## src/rtl/sleep_pkg.sv

```systemverilog
package sleep_pkg;
  typedef enum logic [1:0] {
    ST_ACTIVE = 2'd0,
    ST_SLEEP  = 2'd1,
    ST_WAKE   = 2'd2
  } pm_state_e;

  localparam int unsigned WAKE_W = 12;

  localparam logic [2:0] MODE_LIGHT = 3'b000;
  localparam logic [2:0] MODE_QUIET = 3'b001;

  // bit positions of wake sources
  localparam int unsigned WS_ADC_DONE  = 0;
  localparam int unsigned WS_EXT_RST   = 1;
  localparam int unsigned WS_WDT_RST   = 2;
  localparam int unsigned WS_WDT_IRQ   = 3;
  localparam int unsigned WS_BO_RST    = 4;
  localparam int unsigned WS_TWI_MATCH = 5;
  localparam int unsigned WS_ATMR_IRQ  = 6;
  localparam int unsigned WS_MEM_RDY   = 7;
  localparam int unsigned WS_EXT_LVL   = 8;
  localparam int unsigned WS_PIN_CHG   = 9;
  localparam int unsigned WS_TMR_OVF   = 10;
  localparam int unsigned WS_SER_MISC  = 11;

  localparam logic [WAKE_W-1:0] QUIET_WAKE_MASK =
      (WAKE_W'(1) << WS_ADC_DONE)  | (WAKE_W'(1) << WS_EXT_RST)  |
      (WAKE_W'(1) << WS_WDT_RST)   | (WAKE_W'(1) << WS_WDT_IRQ)  |
      (WAKE_W'(1) << WS_BO_RST)    | (WAKE_W'(1) << WS_TWI_MATCH)|
      (WAKE_W'(1) << WS_ATMR_IRQ)  | (WAKE_W'(1) << WS_MEM_RDY)  |
      (WAKE_W'(1) << WS_EXT_LVL)   | (WAKE_W'(1) << WS_PIN_CHG);
endpackage

```

## src/rtl/sleep_bods_unlock.sv

```systemverilog
module sleep_bods_unlock #(
  parameter int unsigned UNLOCK_CYC = 4
) (
  input  logic clk_i,
  input  logic rst_ni,
  input  logic wr_i,
  input  logic bods_i,
  input  logic bodse_i,
  output logic bods_o
);
  localparam int unsigned UW = $clog2(UNLOCK_CYC + 1);

  logic [UW-1:0] win_q;
  logic          bods_q;
  logic          unlock_wr, data_wr;

  assign unlock_wr = wr_i & bods_i & bodse_i;
  assign data_wr   = wr_i & ~bodse_i & (win_q != '0);

  always_ff @(posedge clk_i or negedge rst_ni) begin
    if (!rst_ni) begin
      win_q  <= '0;
      bods_q <= 1'b0;
    end else if (unlock_wr) begin
      win_q <= UW'(UNLOCK_CYC);
    end else if (data_wr) begin
      bods_q <= bods_i;
      win_q  <= '0;
    end else if (win_q != '0) begin
      win_q <= win_q - 1'b1;
    end
  end

  assign bods_o = bods_q;

  p_bods_timed_r10: assert property (@(posedge clk_i) disable iff (!rst_ni)
    !$stable(bods_q) |-> ($past(wr_i) && !$past(bodse_i) && ($past(win_q) != '0)));

  p_win_bound_r10: assert property (@(posedge clk_i) disable iff (!rst_ni)
    (win_q <= UW'(UNLOCK_CYC)));

  p_win_drains_r10: assert property (@(posedge clk_i) disable iff (!rst_ni)
    (win_q != '0 && !wr_i) |=> (win_q == $past(win_q) - 1'b1));
endmodule

```

## src/rtl/sleep_wake_filter.sv

```systemverilog
module sleep_wake_filter
  import sleep_pkg::*;
(
  input  logic              quiet_i,
  input  logic [WAKE_W-1:0] src_i,
  output logic              hit_o
);
  logic [WAKE_W-1:0] pass;

  for (genvar g = 0; g < WAKE_W; g++) begin : g_src
    assign pass[g] = src_i[g] & (~quiet_i | QUIET_WAKE_MASK[g]);
  end

  assign hit_o = |pass;
endmodule

```

## src/rtl/sleep_wake_timer.sv

```systemverilog
module sleep_wake_timer #(
  parameter int unsigned BOD_WAKE_CYC  = 15000,
  parameter int unsigned FAST_WAKE_CYC = 6
) (
  input  logic clk_i,
  input  logic rst_ni,
  input  logic load_i,
  input  logic long_i,
  output logic done_o
);
  localparam int unsigned MAXC = (BOD_WAKE_CYC > FAST_WAKE_CYC) ? BOD_WAKE_CYC : FAST_WAKE_CYC;
  localparam int unsigned CW   = $clog2(MAXC + 1);

  initial begin
    if (BOD_WAKE_CYC < 1 || FAST_WAKE_CYC < 1) $error("wake delays must be at least 1");
  end

  logic [CW-1:0] cnt_q;

  always_ff @(posedge clk_i or negedge rst_ni) begin
    if (!rst_ni)              cnt_q <= '0;
    else if (load_i)          cnt_q <= long_i ? CW'(BOD_WAKE_CYC) : CW'(FAST_WAKE_CYC);
    else if (cnt_q != '0)     cnt_q <= cnt_q - 1'b1;
  end

  assign done_o = (cnt_q == CW'(1));

  p_count_down_r8: assert property (@(posedge clk_i) disable iff (!rst_ni)
    (cnt_q != '0 && !load_i) |=> (cnt_q == $past(cnt_q) - 1'b1));

  p_load_value_r9: assert property (@(posedge clk_i) disable iff (!rst_ni)
    load_i |=> (cnt_q == ($past(long_i) ? CW'(BOD_WAKE_CYC) : CW'(FAST_WAKE_CYC))));
endmodule

```

## src/rtl/sleep_clkgate_ctrl.sv

```systemverilog
module sleep_clkgate_ctrl
  import sleep_pkg::*;
#(
  parameter int unsigned BOD_WAKE_CYC  = 15000,
  parameter int unsigned FAST_WAKE_CYC = 6,
  parameter int unsigned UNLOCK_CYC    = 4
) (
  input  logic              clk_i,
  input  logic              rst_ni,
  input  logic              sleep_req_i,
  input  logic [2:0]        sleep_mode_i,
  input  logic              adc_en_i,
  input  logic              ctrl_wr_i,
  input  logic              ctrl_bods_i,
  input  logic              ctrl_bodse_i,
  input  logic [WAKE_W-1:0] wake_src_i,
  output logic              bods_o,
  output logic              cpu_clk_en_o,
  output logic              flash_clk_en_o,
  output logic              io_clk_en_o,
  output logic              bod_en_o,
  output logic              adc_start_o
);
  pm_state_e state_q;
  logic quiet_q, boff_q;
  logic cpu_en_q, flash_en_q, io_en_q, bod_en_q, adc_start_q;
  logic bods, wake_hit, tmr_load, tmr_done, req_quiet;

  sleep_bods_unlock #(.UNLOCK_CYC(UNLOCK_CYC)) u_unlock (
    .clk_i   (clk_i),
    .rst_ni  (rst_ni),
    .wr_i    (ctrl_wr_i),
    .bods_i  (ctrl_bods_i),
    .bodse_i (ctrl_bodse_i),
    .bods_o  (bods)
  );

  sleep_wake_filter u_filter (
    .quiet_i (quiet_q),
    .src_i   (wake_src_i),
    .hit_o   (wake_hit)
  );

  sleep_wake_timer #(
    .BOD_WAKE_CYC  (BOD_WAKE_CYC),
    .FAST_WAKE_CYC (FAST_WAKE_CYC)
  ) u_timer (
    .clk_i  (clk_i),
    .rst_ni (rst_ni),
    .load_i (tmr_load),
    .long_i (boff_q),
    .done_o (tmr_done)
  );

  // unknown codes fall back to light sleep
  assign req_quiet = (sleep_mode_i == MODE_QUIET);
  assign tmr_load  = (state_q == ST_SLEEP) && wake_hit;

  // every enable is a flop: no combinational path to the gates
  always_ff @(posedge clk_i or negedge rst_ni) begin
    if (!rst_ni) begin
      state_q     <= ST_ACTIVE;
      quiet_q     <= 1'b0;
      boff_q      <= 1'b0;
      cpu_en_q    <= 1'b1;
      flash_en_q  <= 1'b1;
      io_en_q     <= 1'b1;
      bod_en_q    <= 1'b1;
      adc_start_q <= 1'b0;
    end else begin
      adc_start_q <= 1'b0;
      unique case (state_q)
        ST_ACTIVE: if (sleep_req_i) begin
          state_q     <= ST_SLEEP;
          quiet_q     <= req_quiet;
          boff_q      <= bods;
          cpu_en_q    <= 1'b0;
          flash_en_q  <= 1'b0;
          io_en_q     <= ~req_quiet;
          bod_en_q    <= ~bods;
          adc_start_q <= adc_en_i;
        end
        ST_SLEEP: if (wake_hit) begin
          state_q  <= ST_WAKE;
          bod_en_q <= 1'b1;
        end
        ST_WAKE: if (tmr_done) begin
          state_q    <= ST_ACTIVE;
          cpu_en_q   <= 1'b1;
          flash_en_q <= 1'b1;
          io_en_q    <= 1'b1;
        end
        default: state_q <= ST_ACTIVE;
      endcase
    end
  end

  assign bods_o         = bods;
  assign cpu_clk_en_o   = cpu_en_q;
  assign flash_clk_en_o = flash_en_q;
  assign io_clk_en_o    = io_en_q;
  assign bod_en_o       = bod_en_q;
  assign adc_start_o    = adc_start_q;

  p_io_needs_cpu_off_r3: assert property (@(posedge clk_i) disable iff (!rst_ni)
    !io_clk_en_o |-> !cpu_clk_en_o);

  p_adc_one_shot_r5: assert property (@(posedge clk_i) disable iff (!rst_ni)
    adc_start_o |=> !adc_start_o);

  p_adc_on_entry_r5: assert property (@(posedge clk_i) disable iff (!rst_ni)
    adc_start_o |-> $fell(cpu_clk_en_o));

  p_bod_on_when_running_r9: assert property (@(posedge clk_i) disable iff (!rst_ni)
    cpu_clk_en_o |-> bod_en_o);

  p_wake_holds_gates_r8: assert property (@(posedge clk_i) disable iff (!rst_ni)
    (state_q == ST_WAKE) |-> (!cpu_clk_en_o && !flash_clk_en_o));

  p_quiet_filter_r7: assert property (@(posedge clk_i) disable iff (!rst_ni)
    (state_q == ST_SLEEP && quiet_q && ((wake_src_i & QUIET_WAKE_MASK) == '0))
      |=> (state_q == ST_SLEEP));

  p_req_ignored_r11: assert property (@(posedge clk_i) disable iff (!rst_ni)
    (state_q == ST_SLEEP && !wake_hit) |=> ($stable(io_clk_en_o) && $stable(bod_en_o)));
endmodule

```

## config.mk

```make
export PLATFORM = sky130hd
export DESIGN_NAME = sleep_clkgate_ctrl
export DESIGN_NICKNAME = d
export VERILOG_FILES = /design/src/rtl/sleep_pkg.sv /design/src/rtl/sleep_bods_unlock.sv /design/src/rtl/sleep_wake_filter.sv /design/src/rtl/sleep_wake_timer.sv /design/src/rtl/sleep_clkgate_ctrl.sv
export SDC_FILE = /design/constraint.sdc
export NUM_CORES = 1
export LEC_CHECK = 0
export BUFFER_PORTS_ARGS = -buffer_cell sky130_fd_sc_hd__buf_2
export CAP_MARGIN = 5
export CORE_UTILIZATION = 48
export DETAILED_ROUTE_END_ITERATION = 10
export PLACE_DENSITY = 0.74
export SLEW_MARGIN = 40
export SYNTH_ARGS = -nofsm -noshare
export SYNTH_HDL_FRONTEND = slang
export SYNTH_SLANG_ARGS = --single-unit
```

## constraint.sdc

```tcl
create_clock -name clk_i -period 2.3 [get_ports clk_i]
set_clock_uncertainty 0.2 [all_clocks]
set_input_delay 0.46 -clock clk_i [delete_from_list [all_inputs] [get_ports clk_i]]
set_output_delay 0.46 -clock clk_i [all_outputs]
set_load 0.02 [all_outputs]
```

==> impl_results.md, run 1 <==
* Max Fclk at 439 MHz
* RSZ-0062 raised after global routing: true
* Avg Cell Area, Syn at between 9 and 10 µm²
* DR iter-0 viols at 73
* Die X at 55.7 µm
* Worst hold path class: input pin to flip-flop
* Post-placement cell count at between 200 and 250
* Fillcell total at 241
* Routed Antenna Nets at 0
* Post-route setup slack at between 0.02 and 0.025 ns
* Vias in the first global route at 1217
* Drt drc at 0
* Status: finished clean
* Min-delay src: ctrl_wr_i
* Starting Density at 0.507
* WP data arrival at roughly 2.3 ns
* Max Cap Violations at 0
* R2r setup slk at roughly 0.022 ns
* Placeable Area at 0.00273 mm²
* Share of layout cells above drive strength 1 at 0.320
* FF-to-FF End: u_timer.cnt_q[10]
* Routability cong. at 0.892
* Yosys reg bits at 26
* CP Capture Type: flip-flop
* I/O Buffers at 27
* Yosys top cell by area: dfrtp_1
* Clock Latency Late Sink at 0.31 ns
* Warnings, synthesis at 0
* Most frequent cells in the layout: buf_2 (27), dfrtp_1 (23), o21ai_0 (13), nor2_1 (10), buf_4 (9)
* Vias per inst at 5.72
* Crit Reg-Reg Startpoint: u_timer.cnt_q[5]
* Seq/Total Area, Yosys at 0.472
* Total routed wirelength at 3070 µm
* Placement row count at 19
* Die area at 0.00310 mm²
* Worst hold slack at 0.134 ns
* Synthesized cell area at 0.00139 mm²
* Clock buffer count from CTS at 3
* Clk root buf: clkbuf_4
* CP Launch Type: flip-flop
* I/O pin cnt at 28
* Layout area overhead at 20.4%
* Mapped Nets at 165
* Layout Cells excl Fill at approximately 210
* First-pass GRT wire length at a little over 5000 µm
* Largest net degree at the start of global routing at 27
* Most common cell after layout, fill and taps aside: buf_2
* Synth area leaders: dfrtp_1 (42%), dfstp_2 (5.7%), o21ai_0 (4.7%)
* Worst slew margin at 0.619
* Drt first pass iters at 4
* DR vias at 1196
* Final setup violation count at 0
* N_diodes at 0
* Initial antenna violation count at 0
* Hold Path End: u_unlock.win_q[1]
* CTS tree: built
* Die Ht at approximately 56 µm
* Post-DP HPWL at 2390 µm
* Crit-path max FO at 4
* Leakage power figure at approximately 0.74 nW
* Post-synthesis instance total at 139
* Clk slew on worst S/H paths at ~0.13 ns
* Setup TNS after final layout at 0 ns
* H-Tree Depth at 1
* Worst EP required at approximately 2.4 ns
* Ys flop type: dfrtp_1
* Worst slew pin tran at ~0.57 ns
* Top-area cell type share of the netlist area at 0.416
* Final Slew Violations at 0
* Final Hold Fails at 0
* Worst R2R Path Depth at 4
* Final period util at 0.990
* Ys async rst share at 1.00
* DR WL/cell at 14.7 µm
* Worst slack at placement at 0.0266 ns
* Critical path type: flip-flop to flip-flop
* VDD IR max at 898 µV
* Total track usage at 0.210
* Power per cell area at approximately 1200 mW/mm²
* Number of synthesized flops with an enable pin at 0
* Yosys cell types at 40
* Clk buf depth at 2
* Clock sink count at 26
* NumNets Final at 205
* Hold path cells at 2
* Grt ovf at 0
* Time the worst path needs with I/O delays and setup at 2.28 ns
==> worst max-delay path by stage <==
stage	start	slack (ns)	end
global route	u_timer.cnt_q[5]	-0.03	u_timer.cnt_q[10]
global placement	u_timer.cnt_q[5]	0.08	u_timer.cnt_q[10]
CTS	u_timer.cnt_q[5]	0.0004	u_timer.cnt_q[10]
detailed placement	u_timer.cnt_q[5]	0.03	u_timer.cnt_q[10]
floorplan	u_timer.cnt_q[4]	0.06	u_timer.cnt_q[10]
finish	u_timer.cnt_q[5]	0.02	u_timer.cnt_q[10]
==> per-layer routing <==
metal | up-vias | part of all wire | track usage | wire (µm)
met5 | - | 0 | 0 | 0
met4 | 0 | 0.014 | 0.0571 | 42
met3 | 6 | 0.028 | 0.0581 | 86
met2 | 20 | 0.51 | 0.370 | 1570
met1 | 581 | 0.45 | 0.250 | 1370
li1 | 589 | - | - | -
==> power by group <==
| group | switching, mW | total (mW) | internal (mW) |
|---|---|---|---|
| clock network | 0.128 | 0.225 | 0.0967 |
| registers | 0.185 | 0.858 | 0.673 |
| logic | 0.513 | 0.992 | 0.478 |
| total | 0.827 | 2.08 | 1.25 |
==> through the flow <==
stage          utilization  power (mW)  cell area, µm²
2_1_floorplan            -        1.49            1390
3_3_place_gp         0.584        1.74            1600
3_5_place_dp         0.584        1.81            1600
4_1_cts              0.601        2.04            1640
5_1_grt              0.610        2.24            1670
6_report             0.610        2.08            1670
==> worst max-delay path, stage by stage, from the launching register on <==
cell	delay [ns]
dfrtp_1	0.43
or4_4	0.52
or4_4	0.45
or4b_4	0.50
a21oi_2	0.12
==> kinds of logic (layout without fill, tap and decap cells) <==
family / Yosys count / count (layout) / synth area share
XOR/XNOR: 7 / 7 / 0.0443
adder cells (fa/ha/maj): 4 / 4 / 0.0361
AND/OR/NAND/NOR: 57 / 57 / 0.239
flip-flops: 26 / 26 / 0.472
multiplexers: 6 / 6 / 0.0479
buffers and inverters: 9 / 48 / 0.0298
AO/OA/AOI/OAI: 30 / 30 / 0.130
==> flip-flops by register name (all words and copies together) (netlist names) <==
name / count
state_q: 2
bod_en_o: 1
u_timer.cnt_q: 14
u_unlock.bods_o: 1
quiet_q: 1
boff_q: 1
adc_start_o: 1
u_unlock.win_q: 3
flash_clk_en_o: 1
io_clk_en_o: 1
==> repair_timing <==
item | CTS | global route
hold buffers | 1 | 0
resized for setup | 0 | 3
hold endpoints to repair | 23 | 0
setup endpoints to repair | 0 | 2
setup buffers | 0 | 2
==> cell usage after synthesis (all sizes together) (3+ instances only) <==
master	number
dfrtp	23
o21ai	13
nor2	10
inv	7
nand2	7
a21oi	6
nor3	6
mux2	5
nand2b	5
nor4	5
ha	4
xor2	4
dfstp	3
nand3	3
nor2b	3
or3	3
or4	3
xnor2	3
==> area by class of cell <==
type                            count  area [µm²]  area share
Tap cell                           31        38.8      0.0233
Inverter                            7        26.3      0.0158
Clock buffer                        4        36.3      0.0218
Sequential cell                    26         654       0.392
Timing Repair Buffer               37         213       0.128
Multi-Input combinational cell    104         699       0.419
Power figures use the tool's default switching activity.
==> inputs of run 2 (changes only) <==
Settings changed: CORE_ASPECT_RATIO set to 2.
==> run 2 against run 1 <==
Effect of this change: clock-buffer cell count unchanged; via count unchanged; sequential cell count unchanged; first-iteration DRC count down 66%; fmax up 0.19%; die area up 0.43%; wire length up 1.4%.
==> impl_results.md, run 2 (synthesis results as in run 1) <==
* Status: finished clean
* Post-route setup slack at 0.0265 ns (+0.00437 ns)
* Final instance area at 0.00168 mm² (+0.53%)
* First-pass GRT wire length at 5040 µm (-2.1%)
* CTS tree: built
* Final Hold Fails at 0 (unchanged)
* NumNets Final at 204 (-0.49%)
* Worst EP required at 2.32 ns (-0.04 ns)
* Routability cong. at 0.756 (-15%)
* Routed Antenna Nets at 0 (unchanged)
* Placement Cell Area at 0.00159 mm² (-0.16%)
* Worst R2R Path Depth at 4 (unchanged)
* RSZ-0062 raised after global routing: true
* I/O pin cnt at 28 (unchanged)
* Largest registers: u_timer.cnt_q x14, u_unlock.win_q x3, state_q x2
* Clk root buf: clkbuf_8
* Worst slack at placement at 0.0217 ns (-0.00488 ns)
* Fillcell total at 230 (-4.6%)
* Clock buffer count from CTS at 3 (unchanged)
* I/O Buffers at 27 (unchanged)
* Most common cell after layout, fill and taps aside: buf_2
* Clock Latency Late Sink at 0.28 ns (-0.03 ns)
* Largest Register: u_timer.cnt_q
* Worst hold slack at 0.175 ns (+0.0410 ns)
* Drt first pass iters at 4 (unchanged)
* CP Launch Type: flip-flop
* DR WL/cell at 15.1 µm (+2.9%)
* Layout area overhead at 21.0%
* Power per cell area at 1270 mW/mm² (+1.7%)
* Largest net degree at the start of global routing at 27 (unchanged)
* H-Tree Depth at 1 (unchanged)
* DR iter-0 viols at 25 (-66%)
* Placement row count at 27 (+8)
* Die X at 40.0 µm (-28%)
* Hold path cells at 2 (unchanged)
* Vias in the first global route at 1236 (+1.6%)
* Initial antenna violation count at 0 (unchanged)
* Leakage power figure at 0.739 nW (-0.18%)
* Time the worst path needs with I/O delays and setup at 2.27 ns (-0.00437 ns)
* Placeable Area at 0.00274 mm² (about the same)
* Worst hold path class: input pin to flip-flop
* N_diodes at 0 (unchanged)
* VDD IR max at 772 µV (-14%)
* Die Ht at 78.0 µm (+40%)
* Most frequent cells in the layout: buf_2 (27), dfrtp_1 (23), o21ai_0 (13), nor2_1 (10), buf_4 (8)
* Largest register FFs at 14 (unchanged)
* Drt drc at 0 (unchanged)
* Worst slew margin at 0.617 (-0.00178)
* Grt ovf at 0 (unchanged)
* Die area at 0.00312 mm² (+0.43%)
* Crit-path max FO at 4 (unchanged)
* CP Capture Type: flip-flop
* Final Slew Violations at 0 (unchanged)
* Total track usage at 0.234 (+0.0241)
* Final period util at 0.988 (-0.00190)
* Total routed wirelength at 3110 µm (+1.4%)
* WP data arrival at 2.29 ns (-0.05 ns)
* Max Cap Violations at 0 (unchanged)
* DR vias at 1196 (unchanged)
* Clock sink count at 26 (unchanged)
* Clk slew on worst S/H paths at 0.09 ns (-0.04 ns)
* Vias per inst at 5.81 (+1.5%)
* Max Fclk at 440 MHz (+0.19%)
* Worst slew pin tran at 0.574 ns (+0.00789 ns)
* Critical path type: flip-flop to flip-flop
* Clk buf depth at 2 (unchanged)
* Starting Density at 0.506 (about the same)
* Share of layout cells above drive strength 1 at 0.311 (-0.00949)
* Final setup violation count at 0 (unchanged)
* Post-DP HPWL at 2480 µm (+3.8%)
[run 2: per-stage QoR]
stage	std cells	total power [mW]	util	setup TNS, ns
floorplan	139	1.49	-	0
global placement	200	1.75	0.583	0
detailed placement	200	1.82	0.583	0
CTS	205	2.09	0.603	0
global route	206	2.29	0.613	-0.00255
finish	206	2.12	0.613	0
[run 2: path summary, 6_finish.rpt]
check | from | end | slack, ns
max in group asynchronous | rst_ni | io_clk_en_o | 1.02
min in group asynchronous | rst_ni | u_timer.cnt_q[9] | 0.50
worst max register to register | u_timer.cnt_q[5] | u_timer.cnt_q[10] | 0.03
worst min-delay path | adc_en_i | adc_start_o | 0.18
worst min register to register | u_unlock.bods_o | bod_en_o | 0.28
worst max-delay path | u_timer.cnt_q[5] | u_timer.cnt_q[10] | 0.03
[run 2: routing by layer]
metal  GRT usage  wire (µm)
met2       0.426       1820
met4       0.124        107
met5           0          0
met3      0.0286         71
met1       0.225       1120
[run 2: power breakdown]
group | internal, mW | leakage [nW] | switching, mW
Sequential | 0.675 | 0.318 | 0.188
Clock | 0.125 | 0.0228 | 0.149
Combinational | 0.476 | 0.399 | 0.509
Total | 1.28 | 0.739 | 0.845
[run 2: repair_timing]
item                                   CTS  global route
buffers inserted                         0             1
gates resized for setup                  0             4
hold buffers                             1             0
endpoints found under the hold margin   23             0
setup endpoints to repair                0             2
[run 2: area by class of cell]
class	instances	area [µm²]	share of cell area
tap	29	36.3	0.0216
clock buffer	4	45.0	0.0269
multi-input combinational	104	709	0.423
timing repair buffer	36	205	0.122
inverter	7	26.3	0.0157
sequential	26	654	0.390
[run 2: worst max-delay path, cell delays in order, from the launching register on]
cell	delay, ns
dfrtp_1	0.42
or4_4	0.52
or4_4	0.44
or4b_4	0.50
a21oi_2	0.13
==> inputs of run 3 (changes only) <==
Settings changed: PLACE_DENSITY 0.74 to unset, PLACE_DENSITY_LB_ADDON set to 0.1.
==> run 3 against run 2 <==
Effect of this change: core utilization shrank 0.37 points; setup slack gained 0.0074 ns; worst hold slack gained 0.012 ns; total power shrank 2.1%; register-to-register slack is essentially flat; wire length shrank 5.7%; sequential share of layout area grew 0.23 points; final area shrank 0.60%; combinational power shrank 2.9%; fmax grew 0.33%; non-clock buffer count is the same.
==> impl_results.md, run 3 (synthesis results as in run 1) <==
* H-Tree Depth at 1 (unchanged)
* Worst Path Buf+Inv at 0 (unchanged)
* Largest Register: u_timer.cnt_q
* Drt drc at 0 (unchanged)
* Clock Latency Late Sink at 0.27 ns (about the same)
* Setup TNS after final layout at 0 ns (unchanged)
* Combinational share of power at 0.460 (-0.004)
* DR WL/cell at 14.3 µm (-5.7%)
* P_sw at 0.814 mW (-3.7%)
* First-pass GRT wire length at 4730 µm (-6.0%)
* Total length of routed met2 wires at 1680 µm (-7.4%)
* Clk buf depth at 2 (unchanged)
* DR iter-0 viols at 23 (-8.0%)
* CP Capture Type: flip-flop
* Final Slew Violations at 0 (unchanged)
* Slowest stage cell, crit path: or4_4
* WP depth at 4 (unchanged)
* Critical path's most frequent cell: or4_4
* Total track usage at 0.220 (-0.0142)
* Crit-path max FO at 4 (unchanged)
* Worst hold path class: input pin to flip-flop
* Total routed wirelength at 2940 µm (-5.7%)
* Leakage power figure at 0.738 nW (-0.23%)
* Final period util at 0.985 (-0.00324)
* Post-DP HPWL at 2310 µm (-6.9%)
* I/O pin cnt at 28 (unchanged)
* Worst slew margin at 0.625 (+0.00756)
* Max Fclk at 441 MHz (+0.33%)
* NumNets Final at 204 (unchanged)
* Vias per inst at 5.62 (-3.2%)
* Vias in the first global route at 1113 (-10%)
* Clock buffer count from CTS at 3 (unchanged)
* Layout area overhead at 20.3%
* Die area at 0.00312 mm² (unchanged)
* Routed Antenna Nets at 0 (unchanged)
* Worst hold slack at 0.187 ns (+0.0123 ns)
* Met1 Wirelength at 1100 µm (-1.7%)
* Starting Density at 0.506 (unchanged)
* Clock sink count at 26 (unchanged)
* CP Launch Type: flip-flop
* WP data arrival at 2.27 ns (-0.02 ns)
* CP Cell Sequence: or4_4, or4_4, or4b_4, a21oi_2
* Placement row count at 27 (unchanged)
* Clk slew on worst S/H paths at 0.09 ns (about the same)
* Worst R2R Path Depth at 4 (unchanged)
* Grt ovf at 0 (unchanged)
* Final Hold Fails at 0 (unchanged)
* Die Ht at 78.0 µm (unchanged)
* Largest registers: u_timer.cnt_q x14, u_unlock.win_q x3, state_q x2
* Met3 Routed Length at 62 µm (-13%)
* Worst EP required at 2.31 ns (about the same)
* Drt first pass iters at 4 (unchanged)
* I/O Buffers at 27 (unchanged)
* Critical path type: flip-flop to flip-flop
* Die X at 40.0 µm (unchanged)
* CP peak stage delay at 0.52 ns (about the same)
* Crit path max-delay family: simple AND/OR/NAND/NOR gates
* Sw Share at 0.392 (-0.00666)
* Top sig layer: met4
* Most common cell after layout, fill and taps aside: buf_2
* Time the worst path needs with I/O delays and setup at 2.27 ns (-0.00745 ns)
* Most frequent cells in the layout: buf_2 (27), dfrtp_1 (23), o21ai_0 (13), nor2_1 (10), buf_4 (8)
* Largest register FFs at 14 (unchanged)
* DR vias at 1158 (-3.2%)
* RSZ-0062 raised after global routing: false
* N_diodes at 0 (unchanged)
* Worst slew pin tran at 0.557 ns (-0.0165 ns)
* Internal power at 1.26 mW (-0.99%)
* Final setup violation count at 0 (unchanged)
* Total power at 2.08 mW (-2.1%)
* Hold path cells at 2 (unchanged)
* Status: finished clean
* Largest net degree at the start of global routing at 27 (unchanged)
* Max Cap Violations at 0 (unchanged)
* Clock power frac at 0.129 (about the same)
* Post-layout util at 0.609 (-0.00366)
* CTS tree: built
* Power per cell area at 1250 mW/mm² (-1.5%)
* Flop pwr share at 0.411 (+0.004)
* Routability cong. at 0.755 (-0.19%)
* VDD IR max at 645 µV (-17%)
* Placeable Area at 0.00274 mm² (unchanged)
* Clk root buf: clkbuf_8
* Share of layout cells above drive strength 1 at 0.311 (unchanged)
* Initial antenna violation count at 0 (unchanged)
==> run 3: cell counts in the layout (fill, tap and decap cells not counted) <==
Identical to the previous run, type by type.
==> run 3: power groups by stage <==
stage | combinational (mW) | sequential, mW | clock (mW)
final | 0.956 | 0.853 | 0.267
after global routing | 1.08 | 0.883 | 0.286
after CTS | 0.947 | 0.854 | 0.276
after detailed placement | 0.940 | 0.861 | 0
after global placement | 0.911 | 0.847 | 0
after floorplan | 0.611 | 0.876 | 0
==> run 3: final timing paths <==
path                                       start           endpoint  slack [ns]
max in group asynchronous                 rst_ni     flash_clk_en_o        1.01
worst min register to register   u_unlock.bods_o           bod_en_o        0.26
worst max-delay path            u_timer.cnt_q[5]  u_timer.cnt_q[10]        0.03
min in group asynchronous                 rst_ni   u_timer.cnt_q[9]        0.50
worst max register to register  u_timer.cnt_q[5]  u_timer.cnt_q[10]        0.03
worst min-delay path                    adc_en_i        adc_start_o        0.19
==> run 3: layout make-up <==
class                      count  area [µm²]
timing repair buffer          36         205
inverter                       7        26.3
fill                         245        1070
tap                           29        36.3
clock buffer                   4        45.0
sequential                    26         654
multi-input combinational    104         699
==> run 3: per-stage QoR <==
step	cell area (µm²)	cells	worst slack (ns)
floorplan	1390	139	0.0566
global placement	1590	200	0.0712
detailed placement	1590	200	0.0312
CTS	1650	205	0.0112
global route	1670	206	0.00346
finish	1670	206	0.0340
==> run 3: worst reg2reg max path, stage by stage, from the launching register on <==
cell and delay (ns):
dfrtp_1 0.41, or4_4 0.52, or4_4 0.45, or4b_4 0.50, a21oi_2 0.12
==> run 3: metal layers <==
metal,track usage,vias up
li1,-,582
met5,0,-
met1,0.221,545
met4,0.128,0
met2,0.392,25
met3,0.0171,6
==> run 3: what timing repair did <==
item	CTS	global route
setup endpoints to repair	0	1
setup buffers	0	1
hold endpoints to repair	17	0
hold buffers	1	0
resized for setup	0	3
